## src/rtl/rtc_stat_pkg.sv

```systemverilog
package rtc_stat_pkg;
    localparam int SR_W   = 8;
    localparam int ALM_N  = 2;

    localparam int POS_BAT  = 7;
    localparam int POS_AL1  = 6;
    localparam int POS_AL0  = 5;
    localparam int POS_RWE  = 2;
    localparam int POS_WE   = 1;
    localparam int POS_FAIL = 0;

    localparam logic [SR_W-1:0] PAT_LOCK     = 8'h00;
    localparam logic [SR_W-1:0] PAT_UNLOCK   = 8'h02;
    localparam logic [SR_W-1:0] PAT_ESCALATE = 8'h06;

    typedef enum logic [1:0] {
        LT_LOCKED     = 2'd0,
        LT_ARRAY_OPEN = 2'd1,
        LT_ALL_OPEN   = 2'd2
    } latch_st_t;

    typedef enum logic {
        RD_IDLE   = 1'b0,
        RD_ACTIVE = 1'b1
    } rd_st_t;
endpackage

```

## src/rtl/rtc_stat_latch.sv

```systemverilog
module rtc_stat_latch
    import rtc_stat_pkg::*;
(
    input  logic            clk,
    input  logic            rst_n,
    input  logic            wr_en_i,
    input  logic [SR_W-1:0] wr_data_i,
    output logic            we_o,
    output logic            rwe_o
);
    latch_st_t st_q, st_d;

    always_ff @(posedge clk) begin
        if (!rst_n) st_q <= LT_LOCKED;
        else        st_q <= st_d;
    end

    always_comb begin
        st_d = st_q;
        if (wr_en_i) begin
            unique case (st_q)
                LT_LOCKED: begin
                    if (wr_data_i == PAT_UNLOCK) st_d = LT_ARRAY_OPEN;
                end
                LT_ARRAY_OPEN: begin
                    if (wr_data_i == PAT_LOCK)          st_d = LT_LOCKED;
                    else if (wr_data_i == PAT_ESCALATE) st_d = LT_ALL_OPEN;
                end
                LT_ALL_OPEN: begin
                    if (wr_data_i == PAT_LOCK)        st_d = LT_LOCKED;
                    else if (wr_data_i == PAT_UNLOCK) st_d = LT_ARRAY_OPEN;
                end
                default: st_d = LT_LOCKED;
            endcase
        end
    end

    always_comb begin
        we_o  = 1'b0;
        rwe_o = 1'b0;
        unique case (st_q)
            LT_LOCKED:     begin we_o = 1'b0; rwe_o = 1'b0; end
            LT_ARRAY_OPEN: begin we_o = 1'b1; rwe_o = 1'b0; end
            LT_ALL_OPEN:   begin we_o = 1'b1; rwe_o = 1'b1; end
            default:       begin we_o = 1'b0; rwe_o = 1'b0; end
        endcase
    end

    AST_LOCK_CLEARS: assert property (@(posedge clk) disable iff (!rst_n)
        (wr_en_i && wr_data_i == PAT_LOCK) |=> (!we_o && !rwe_o));
    AST_UNLOCK_SETS: assert property (@(posedge clk) disable iff (!rst_n)
        (wr_en_i && wr_data_i == PAT_UNLOCK) |=> (we_o && !rwe_o));
    AST_ESCALATE_NEEDS_WE: assert property (@(posedge clk) disable iff (!rst_n)
        ($rose(rwe_o)) |-> ($past(we_o) && $past(wr_en_i) && $past(wr_data_i) == PAT_ESCALATE));
    AST_OTHER_IGNORED: assert property (@(posedge clk) disable iff (!rst_n)
        (!wr_en_i || (wr_data_i != PAT_LOCK && wr_data_i != PAT_UNLOCK
                      && wr_data_i != PAT_ESCALATE)) |=> ($stable(we_o) && $stable(rwe_o)));
endmodule

```

## src/rtl/rtc_stat_alarm.sv

```systemverilog
module rtc_stat_alarm
    import rtc_stat_pkg::*;
#(
    parameter int N = ALM_N
)(
    input  logic         clk,
    input  logic         rst_n,
    input  logic [N-1:0] hit_i,
    input  logic         rd_start_i,
    input  logic         rd_end_i,
    output logic [N-1:0] flag_o
);
    rd_st_t       rd_q, rd_d;
    logic [N-1:0] mask_q;
    logic [N-1:0] flag_q;
    logic         open_evt;
    logic         close_evt;

    always_ff @(posedge clk) begin
        if (!rst_n) rd_q <= RD_IDLE;
        else        rd_q <= rd_d;
    end

    always_comb begin
        rd_d      = rd_q;
        open_evt  = 1'b0;
        close_evt = 1'b0;
        unique case (rd_q)
            RD_IDLE: begin
                if (rd_start_i) begin
                    rd_d     = RD_ACTIVE;
                    open_evt = 1'b1;
                end
            end
            RD_ACTIVE: begin
                if (rd_end_i) begin
                    rd_d      = RD_IDLE;
                    close_evt = 1'b1;
                end
            end
            default: rd_d = RD_IDLE;
        endcase
    end

    always_ff @(posedge clk) begin
        if (!rst_n)         mask_q <= '0;
        else if (open_evt)  mask_q <= flag_q;
        else if (close_evt) mask_q <= '0;
    end

    for (genvar i = 0; i < N; i++) begin : g_flag
        always_ff @(posedge clk) begin
            if (!rst_n) flag_q[i] <= 1'b0;
            else        flag_q[i] <= (flag_q[i] & ~(close_evt & mask_q[i])) | hit_i[i];
        end

        AST_HIT_SETS: assert property (@(posedge clk) disable iff (!rst_n)
            hit_i[i] |=> flag_q[i]);
        AST_UNMASKED_KEPT: assert property (@(posedge clk) disable iff (!rst_n)
            (flag_q[i] && !(close_evt && mask_q[i])) |=> flag_q[i]);
        AST_NO_SPURIOUS: assert property (@(posedge clk) disable iff (!rst_n)
            $rose(flag_q[i]) |-> $past(hit_i[i]));
    end

    AST_STRAY_END: assert property (@(posedge clk) disable iff (!rst_n)
        (rd_q == RD_IDLE && !rd_start_i && !(|hit_i)) |=> $stable(flag_q));

    assign flag_o = flag_q;
endmodule

```

## src/rtl/rtc_stat_reg.sv

```systemverilog
module rtc_stat_reg
    import rtc_stat_pkg::*;
(
    input  logic             clk,
    input  logic             rst_n,
    input  logic             pwr_lost_i,
    input  logic             on_backup_i,
    input  logic [ALM_N-1:0] alarm_hit_i,
    input  logic             sr_wr_en_i,
    input  logic [SR_W-1:0]  sr_wr_data_i,
    input  logic             rd_start_i,
    input  logic             rd_end_i,
    input  logic             ctl_wr_done_i,
    output logic [SR_W-1:0]  rd_data_o,
    output logic             arr_wr_ok_o,
    output logic             ctl_wr_ok_o
);
    logic             bat_q;
    logic             fail_q;
    logic             we;
    logic             rwe;
    logic [ALM_N-1:0] alm;

    always_ff @(posedge clk) begin
        if (!rst_n) bat_q <= 1'b0;
        else        bat_q <= on_backup_i;
    end

    always_ff @(posedge clk) begin
        if (!rst_n)             fail_q <= pwr_lost_i;
        else if (ctl_wr_done_i) fail_q <= 1'b0;
    end

    rtc_stat_latch u_latch (
        .clk       (clk),
        .rst_n     (rst_n),
        .wr_en_i   (sr_wr_en_i),
        .wr_data_i (sr_wr_data_i),
        .we_o      (we),
        .rwe_o     (rwe)
    );

    rtc_stat_alarm #(.N(ALM_N)) u_alarm (
        .clk        (clk),
        .rst_n      (rst_n),
        .hit_i      (alarm_hit_i),
        .rd_start_i (rd_start_i),
        .rd_end_i   (rd_end_i),
        .flag_o     (alm)
    );

    always_comb begin
        rd_data_o           = '0;
        rd_data_o[POS_BAT]  = bat_q;
        rd_data_o[POS_AL1]  = alm[1];
        rd_data_o[POS_AL0]  = alm[0];
        rd_data_o[POS_RWE]  = rwe;
        rd_data_o[POS_WE]   = we;
        rd_data_o[POS_FAIL] = fail_q;
    end

    assign arr_wr_ok_o = we;
    assign ctl_wr_ok_o = we & rwe;

    AST_FAIL_NEVER_SETS: assert property (@(posedge clk) disable iff (!rst_n)
        !rd_data_o[POS_FAIL] |=> !rd_data_o[POS_FAIL]);
    AST_FAIL_HOLDS: assert property (@(posedge clk) disable iff (!rst_n)
        (rd_data_o[POS_FAIL] && !ctl_wr_done_i) |=> rd_data_o[POS_FAIL]);
    AST_CTL_IMPLIES_ARR: assert property (@(posedge clk) disable iff (!rst_n)
        ctl_wr_ok_o |-> arr_wr_ok_o);
    AST_GAP_BITS_ZERO: assert property (@(posedge clk) disable iff (!rst_n)
        rd_data_o[4:3] == 2'b00);
    AST_BAT_FOLLOWS: assert property (@(posedge clk) disable iff (!rst_n)
        on_backup_i |=> rd_data_o[POS_BAT]);
endmodule

```

## config.mk

```make
export PLATFORM = sky130hd
export DESIGN_NAME = rtc_stat_reg
export DESIGN_NICKNAME = d
export VERILOG_FILES = /design/src/rtl/rtc_stat_pkg.sv /design/src/rtl/rtc_stat_latch.sv /design/src/rtl/rtc_stat_alarm.sv /design/src/rtl/rtc_stat_reg.sv
export SDC_FILE = /design/constraint.sdc
export NUM_CORES = 1
export LEC_CHECK = 0
export BUFFER_PORTS_ARGS = -buffer_cell sky130_fd_sc_hd__buf_2
export CELL_PAD_IN_SITES_DETAIL_PLACEMENT = 1
export CELL_PAD_IN_SITES_GLOBAL_PLACEMENT = 2
export CORE_MARGIN = 1.5
export CORE_UTILIZATION = 21
export CTS_CLUSTER_DIAMETER = 50
export CTS_CLUSTER_SIZE = 10
export DETAILED_ROUTE_END_ITERATION = 6
export PLACE_DENSITY = 0.81
export SLEW_MARGIN = 20
export SYNTH_ARGS = -nofsm -noshare
export SYNTH_HDL_FRONTEND = slang
export SYNTH_SLANG_ARGS = --single-unit
```

## constraint.sdc

```tcl
create_clock -name clk -period 1.2 [get_ports clk]
set_input_delay 0.06 -clock clk [delete_from_list [all_inputs] [get_ports clk]]
set_output_delay 0.06 -clock clk [all_outputs]
set_load 0.02 [all_outputs]
```

==> metrics, run 1 <==
fraction of layout cells with a size suffix above 1 around 60%; CP arrival between 1 and 1.5 ns; final hold violation count 0; Final #Nets 114; run status finished with violations; Tmin final 1.237 ns; DR vias just over 500; Post-Synthesis Cell Area 558.0 um^2; GP Congestion 0.7729; fin area 865.8 um^2; Hold Path Stages 2; final HPWL from detailed placement roughly 1000 um; Die Ht between 50 and 60 um; I/O Pins 28; antenna viol nets, final 0; post-synthesis area per instance between 9 and 10 um^2; RSZ-0062 raised after global routing yes; Leak 0.3687 nW; EDFF count, synth 1; R2R depth 6; core area ~2500 um^2; WL final about 1300 um; CTS root buf clkbuf_4; Pwr Total approximately 0.00066 W; Peak Freq slightly above 800 MHz; # DRC 0; width of the die roughly 55 um; Fillers 296; ys flop type dfxtp_1; Synth top area share about 29%; Worst Skew 0.002690 ns; failing checks negative setup slack; die area between 2000 and 3000 um^2; synth warn 0; max_cap viols 0; crit-path max FO 4; peak supply drop approximately 400 uV; Cell Pwr Density between 700 and 800 nW/um^2; share of the yosys chip area belonging to registers 34.08%; largest area contributor in the netlist dfxtp_1; Critical Path End Type flip-flop; drt first pass iters 1; H-tree levels 1; gr usage total between 10% and 20%; maximum number of pins on one net before global-route repair 12; Synth top cells by count dfxtp_1 (8), nor2b_1 (7), buf_4 (6); clk buf depth 2; number of inserted diodes 0; Placed Area ~730 um^2; fin util 34.63%; cell with the most instances after synthesis dfxtp_1; PortBufs 25; number of global-route vias before repair approximately 560; PnR worst setup slack -0.03734 ns; GR Overflow Total 0; final worst path period share 103.1%; CTS buffer count 3; drt wl/cell between 10 and 15 um; global-route wire length before repair 2242 um; Distinct cells, synth 28; Startpoint Class flip-flop; flops & latches, synth 9; initial antenna violation count 0; Clk Latency, worst-skew pair roughly 0.25 ns; Mapped Cells 59; Area growth syn-to-layout 55.16%; clock sink count 9; Worst EP required about 1.3 ns; Synth async-reset ratio 0%; # setup viols final 2; hold crit path type in2reg; FP Rows 18; WS Path Type reg2reg; fin. max-slew vios 0; top cells by area, synth dfxtp_1 (29%), ha_1 (11%), buf_4 (8.1%); initial drt markers 0; vias per std cell approximately 4.3; clock-pin slew on the worst setup and hold paths ~0.06 ns; CTS tree done; Initial Util between 20% and 30%; hold buffer count at cts 0
-- critical path, cell delays in order, from the launching register on --
cell	delay, ns
dfxtp_4	0.35
buf_6	0.12
ha_4	0.16
nor2_4	0.10
nor2_4	0.06
o31a_1	0.11
o221a_1	0.24
-- through the flow --
stage | setup WS (ns) | hold WS, ns | cells | setup TNS [ns]
global route | -0.08971 | 0.009577 | 120 | -0.2031
CTS | -0.02409 | 0.01009 | 119 | -0.04812
finish | -0.03734 | 0.01960 | 120 | -0.03734
floorplan | 0.01963 | 0.1873 | 60 | 0
detailed placement | -0.1285 | 0.2781 | 114 | -0.2181
global placement | -0.07300 | 0.2698 | 114 | -0.1323
-- cell families after synthesis --
| kind of cell | synth area share, % |
|---|---|
| buffers and inverters | 10.09 |
| and+or+nand+nor | 26.23 |
| DFF | 34.08 |
| other | 0.6720 |
| adders and majority gates | 11.21 |
| xor gates and xnor gates | 1.570 |
| AOI/OAI and AO/OA | 14.35 |
| muxes | 1.794 |
-- what timing repair did --
| item | in CTS | in global routing |
|---|---|---|
| endpoints found under the setup margin | 6 | 4 |
| gates resized for setup | 22 | 3 |
| pin swaps | 5 | 2 |
| endpoints found under the hold margin | 0 | 0 |
| buffers inserted | 1 | 1 |
-- registers in the layout, summed over array words and instances, names as in the netlist --
signal / flops
fail_q: 1
u_alarm.flag_o: 2
u_latch.st_q: 2
bat_q: 1
u_alarm.rd_q: 1
u_alarm.mask_q: 2
-- routing by layer --
metal	routed length [um]	global-route usage [%]	up-vias
li1	-	-	261
met1	518	10.16	241
met2	717	21.08	14
met3	63	1.639	0
met4	0	3.750	0
met5	0	0	-
-- cell usage in the layout (no fill, tap or decap), types with 2 or more instances in the layout --
master	synthesis	final
a21oi_1	2	2
buf_2	0	23
nor2_4	0	2
ha_4	0	3
dfxtp_1	8	6
nand2_1	4	4
conb_1	1	2
ha_2	0	2
a22oi_1	2	2
buf_4	6	7
nand3_1	2	2
clkbuf_4	0	3
nor2b_1	7	6
dfxtp_4	0	2
buf_6	0	3
-- path summary, 6_finish.rpt --
kind	from	end	slack (ns)
worst min register to register	u_alarm.flag_o[1]	u_alarm.flag_o[1]	0.53
worst max register to register	u_latch.st_q[1]	u_latch.st_q[0]	-0.04
worst min-delay path	on_backup_i	bat_q	0.02
worst max-delay path	u_latch.st_q[1]	u_latch.st_q[0]	-0.04
-- power breakdown --
group / leakage, nW / switching, W / internal, W / total [W]
clock network: 0.0150 / 0.0000955 / 0.000127 / 0.000223
logic: 0.276 / 0.0000614 / 0.0000520 / 0.000113
registers: 0.0781 / 0.0000101 / 0.000316 / 0.000326
-- cell type report --
cell class | instances | area [um^2] | area share [%]
Multi-Input combinational cell | 42 | 392.9 | 45.38
Timing Repair Buffer | 33 | 201.4 | 23.27
Sequential cell | 9 | 197.7 | 22.83
Tap cell | 30 | 37.54 | 4.335
Clock buffer | 4 | 26.28 | 3.035
Inverter | 2 | 10.01 | 1.156
Note: power is estimated with default switching activity, not from simulation.
==> inputs of run 2 (changes only) <==
Settings changed: PLACE_DENSITY 0.81 to 0.72, SLEW_MARGIN 20 to not set.
==> run 2 against run 1 <==
  * The flow still finishes with violations (negative setup slack)
  * Clock skew shrank 0.00096 ns
  * Non-clock buffer count shrank 2
  * Via count shrank 0.78%
  * Global-route usage grew 0.25 points
  * Combinational power is essentially flat
  * First-iteration DRC count grew 3
  * Highest routed layer unchanged
==> metrics, run 2 (synthesized netlist as in run 1, its figures left out) <==
Psw 0.0001769 W (was 0.0001670 W); global-route wire length before repair 2201 um (was 2242 um); Clk Latency, worst-skew pair 0.26 ns (was 0.25 ns); PortBufs 25 (unchanged); Peak Freq 813.2 MHz (was 808.2 MHz); peak supply drop 467.5 uV (was 399.5 uV); CTS tree done (unchanged); internal power 0.0004957 W (was 0.0004952 W); RSZ-0062 raised after global routing yes (unchanged); PnR worst setup slack -0.02975 ns (was -0.03734 ns); die area 2976 um^2 (unchanged); run status finished with violations (unchanged); crit-path max FO 4 (unchanged); final std cells w/o fill 118 (was 120); width of the die 54.55 um (unchanged); GR Overflow Total 0 (unchanged); metal3 WL 69 um (was 63 um); gr usage total 10.57% (was 10.33%); DR vias 512 (was 516); fin. max-slew vios 0 (unchanged); most frequent cells in the layout buf_2 (21), buf_4 (8), nor2b_1 (6), dfxtp_1 (6), nand2_1 (4) (was buf_2 (23), buf_4 (7), nor2b_1 (6), dfxtp_1 (6), nand2_1 (4)); Area growth syn-to-layout 54.04% (was 55.16%); drt wl/cell 11.50 um (was 10.83 um); Worst Skew 0.001726 ns (was 0.002690 ns); Comb power frac 17.0% (was 17.1%); max_cap viols 0 (unchanged); Pwr Total 0.0006726 W (was 0.0006622 W); # setup viols final 1 (was 2); hold crit path type in2reg (unchanged); failing checks negative setup slack (unchanged); WS Path Type reg2reg (unchanged); clock sink count 9 (unchanged); core area 2500 um^2 (unchanged); Fillers 291 (was 296); Tmin final 1.230 ns (was 1.237 ns); I/O Pins 28 (unchanged); Cell Pwr Density 782.5 nW/um^2 (was 764.8 nW/um^2); number of global-route vias before repair 539 (was 562); Worst EP required 1.34 ns (about the same); Final #Nets 112 (was 114); met2 wire length 759 um (was 717 um); initial drt markers 3 (was 0); final HPWL from detailed placement 1044 um (was 1021 um); WL final 1357 um (was 1300 um); drt first pass iters 4 (was 1); net switching fraction of the power 26.31% (was 25.22%); GP Congestion 0.7536 (was 0.7729); # DRC 0 (unchanged); Startpoint Class flip-flop (unchanged); clock-pin slew on the worst setup and hold paths 0.06 ns (about the same); FP Rows 18 (unchanged); final worst path period share 102.5% (was 103.1%); antenna viol nets, final 0 (unchanged); H-tree levels 1 (unchanged); Critical Path End Type flip-flop (unchanged); final hold violation count 0 (unchanged); CTS buffer count 3 (unchanged); maximum number of pins on one net before global-route repair 12 (unchanged); vias per std cell 4.339 (was 4.300); clk buf depth 2 (unchanged); Die Ht 54.55 um (unchanged); number of inserted diodes 0 (unchanged); clock share of power 34.4% (was 33.7%); wire length on met1 527 um (was 518 um); CP arrival 1.37 ns (was 1.38 ns); fin util 34.38% (was 34.63%); Initial Util 22.32% (unchanged); fraction of layout cells with a size suffix above 1 59.09% (was 58.89%); sequential share of power 48.5% (was 49.2%); Leak 0.3578 nW (was 0.3687 nW); initial antenna violation count 0 (unchanged); CTS root buf clkbuf_4 (unchanged); most common cell after layout, fill and taps aside buf_2 (unchanged); hold buffer count at cts 0 (unchanged); placed instance count 113 (was 114); Highest Signal Layer met3 (unchanged)
-- run 2: cell count changes in the layout (fill, tap and decap cells not counted) --
cell / previous run / this run
buf_2: 23 / 21
buf_4: 7 / 8
buf_6: 3 / 2
inv_2: 1 / 0
inv_4: 1 / 2
nor3_1: 1 / 0
nor3_2: 0 / 1
-- run 2: stage by stage --
step / setup TNS (ns) / instance area [um^2] / hold WS, ns / worst slack (ns)
detailed placement: -0.1725 / 718.2 / 0.2848 / -0.09749
floorplan: 0 / 566.8 / 0.1873 / 0.01963
global placement: -0.1455 / 718.2 / 0.2703 / -0.09056
finish: -0.02975 / 859.6 / 0.01656 / -0.02975
global route: -0.1402 / 859.6 / 0.007286 / -0.07222
CTS: -0.05139 / 813.3 / 0.008019 / -0.02941
-- run 2: worst max-delay path, cell delays in order, from the launching register on --
cell and delay, ns:
dfxtp_4 0.38, inv_4 0.05, ha_4 0.16, nor2_4 0.12, nor2_4 0.04, o31a_1 0.10, o221a_1 0.26
-- run 2: power by group through the flow --
| stage | combinational (W) | sequential, W | clock [W] |
|---|---|---|---|
| 3_3_place_gp | 0.000108 | 0.000337 | 0 |
| 3_5_place_dp | 0.000110 | 0.000337 | 0 |
| 5_1_grt | 0.000127 | 0.000329 | 0.000269 |
| 6_report | 0.000115 | 0.000327 | 0.000231 |
| 2_1_floorplan | 0.0000631 | 0.000341 | 0 |
| 4_1_cts | 0.000115 | 0.000326 | 0.000253 |
-- run 2: timing repair --
action / 4_1_cts / 5_1_grt
setup buffers: 1 / 0
hold endpoints to repair: 0 / 0
cloned: 0 / 0
pin swaps: 4 / 7
endpoints found under the setup margin: 6 / 5
gates resized for setup: 19 / 9
-- run 2: cell type report --
class                      instances  area (um^2)  share of cell area, %
clock buffer                       4        26.28                  3.057
inverter                           2        12.51                  1.456
multi-input combinational         42        397.9                  46.29
sequential                         9        197.7                  23.00
tap                               30        37.54                  4.367
timing repair buffer              31        187.7                  21.83
-- run 2: worst paths after layout --
| kind | start | slack, ns | cells past startpoint | endpoint |
|---|---|---|---|---|
| worst max-delay path | u_latch.st_q[0] | -0.03 | 6 | u_latch.st_q[0] |
| worst min-delay path | on_backup_i | 0.02 | 2 | bat_q |
| worst max register to register | u_latch.st_q[0] | -0.03 | 6 | u_latch.st_q[0] |
| worst min register to register | u_alarm.flag_o[0] | 0.54 | 2 | u_alarm.flag_o[0] |
-- run 2: per-layer routing --
metal  global-route usage (%)  vias to the layer above
met1                    10.71                      241
met3                    1.639                        0
li1                         -                      257
met2                    20.08                       14
met5                        0                        -
met4                    6.250                        0
==> inputs of run 3 (changes only) <==
==> constraint.sdc (replaced) <==
create_clock -name clk -period 1.2 [get_ports clk]
set_input_delay 0.24 -clock clk [delete_from_list [all_inputs] [get_ports clk]]
set_output_delay 0.24 -clock clk [all_outputs]
set_load 0.02 [all_outputs]
==> run 3 against run 2 <==
  * The flow still finishes with violations (negative setup slack)
  * Worst hold slack improved by 0.17 ns
  * Clock power about the same
  * Via count rose by 4.1%
  * Largest power group unchanged
==> metrics, run 3 (synthesized netlist as in run 1, its figures left out) <==
run status finished with violations (unchanged); failing checks negative setup slack (unchanged); clock-pin slew on the worst setup and hold paths 0.06 ns (about the same); CP arrival 1.08 ns (was 1.37 ns); # DRC 0 (unchanged); register area 197.7 um^2 (unchanged); number of inserted diodes 0 (unchanged); Die Ht 54.55 um (unchanged); most common cell after layout, fill and taps aside buf_2 (unchanged); WL final 1482 um (was 1357 um); die area 2976 um^2 (unchanged); PortBufs 25 (unchanged); # setup viols final 6 (was 1); hold crit path type in2reg (unchanged); initial drt markers 0 (was 3); max_cap viols 0 (unchanged); vias per std cell 4.333 (was 4.339); Clk Latency, worst-skew pair 0.25 ns (was 0.26 ns); Initial Util 22.32% (unchanged); core area 2500 um^2 (unchanged); Leak 0.3923 nW (was 0.3578 nW); crit-path max FO 5 (was 4); wire length on met1 596 um (was 527 um); CTS buffer count 3 (unchanged); peak supply drop 505.1 uV (was 467.5 uV); clock sink count 9 (unchanged); GP Congestion 0.8443 (was 0.7536); Highest Signal Layer met3 (unchanged); Fillers 287 (was 291); clk buf depth 2 (unchanged); FP Rows 18 (unchanged); global-route wire length before repair 2180 um (was 2201 um); DR vias 533 (was 512); Pwr Total 0.0006732 W (was 0.0006726 W); Psw 0.0001754 W (was 0.0001769 W); WS Path Type reg2out (was reg2reg); metal3 WL 76 um (was 69 um); CTS root buf clkbuf_4 (unchanged); initial antenna violation count 0 (unchanged); RSZ-0062 raised after global routing yes (unchanged); I/O Pins 28 (unchanged); met2 wire length 809 um (was 759 um); CTS tree done (unchanged); Peak Freq 759.2 MHz (was 813.2 MHz); Worst EP required 0.96 ns (was 1.34 ns); Cell Pwr Density 724.2 nW/um^2 (was 782.5 nW/um^2); internal power 0.0004978 W (was 0.0004957 W); final hold violation count 0 (unchanged); Tmin final 1.317 ns (was 1.230 ns); Comb power frac 17.5% (was 17.0%); Startpoint Class flip-flop (unchanged); drt first pass iters 1 (was 4); final worst path period share 109.8% (was 102.5%); sequential share of power 48.6% (was 48.5%); drt wl/cell 12.05 um (was 11.50 um); H-tree levels 1 (unchanged); gr usage total 10.22% (was 10.57%); most frequent cells in the layout buf_2 (21), buf_6 (8), buf_4 (7) (was buf_2 (21), buf_4 (8), nor2b_1 (6), dfxtp_1 (6), nand2_1 (4)); fraction of layout cells with a size suffix above 1 61.29% (was 59.09%); hold buffer count at cts 0 (unchanged); Setup TNS Final -0.5536 ns (was -0.02975 ns); Worst Skew 0.001714 ns (was 0.001726 ns); width of the die 54.55 um (unchanged); PnR worst setup slack -0.1172 ns (was -0.02975 ns); maximum number of pins on one net before global-route repair 12 (unchanged); Critical Path End Type primary output (was flip-flop); Area growth syn-to-layout 66.59% (was 54.04%); GR Overflow Total 0 (unchanged); fin util 37.19% (was 34.38%); Final #Nets 117 (was 112); number of global-route vias before repair 559 (was 539); antenna viol nets, final 0 (unchanged); net switching fraction of the power 26.05% (was 26.31%); multi-input logic area 407.9 um^2 (was 397.9 um^2); clock share of power 33.9% (was 34.4%); fin. max-slew vios 0 (unchanged)
## run 3: cell count changes in the layout (fill, tap and decap cells not counted)
cell   change
buf_4      -1
ha_4       +1
ha_2       -1
buf_6      +6
## run 3: power groups by stage
stage / registers [W] / logic, W / clock network (W)
2_1_floorplan: 0.000342 / 0.0000631 / 0
3_3_place_gp: 0.000337 / 0.000109 / 0
3_5_place_dp: 0.000338 / 0.000110 / 0
4_1_cts: 0.000329 / 0.000112 / 0.000243
5_1_grt: 0.000329 / 0.000131 / 0.000253
6_report: 0.000327 / 0.000118 / 0.000228
## run 3: layer usage
layer / global-route usage, % / up-vias
met1: 9.524 / 252
li1: - / 266
met4: 6.250 / 0
met2: 20.28 / 15
met3: 1.639 / 0
met5: 0 / -
## run 3: critical path: stages, from the launching register on
cell     delay (ns)
dfxtp_4        0.40
inv_4          0.05
ha_4           0.27
buf_6          0.11
## run 3: worst paths after layout
kind                                         from                 to  slack [ns]  cells after the start
worst max-delay path              u_latch.st_q[1]        arr_wr_ok_o       -0.12                      3
worst min-delay path                  on_backup_i              bat_q        0.19                      2
worst max register to register    u_latch.st_q[0]    u_latch.st_q[1]       -0.07                      6
worst min register to register  u_alarm.flag_o[0]  u_alarm.flag_o[0]        0.54                      2
## run 3: metrics by stage
stage	cells	hold WS, ns	worst slack, ns	cell area [um^2]
floorplan	60	0.3673	-0.04127	564.3
global placement	113	0.4500	-0.1738	715.7
detailed placement	113	0.4554	-0.2198	715.7
CTS	119	0.1837	-0.1291	842.1
global route	123	0.1986	-0.1550	929.6
finish	123	0.1904	-0.1172	929.6
## run 3: what timing repair did
item	CTS	global route
setup endpoints to repair	6	6
pin swaps	3	7
setup buffers	2	4
resized for setup	24	13
## run 3: final cells by class
cell class	instances	area share, %
Multi-Input combinational cell	42	43.88
Sequential cell	9	21.27
Tap cell	30	4.038
Inverter	2	1.346
Timing Repair Buffer	36	26.65
Clock buffer	4	2.826
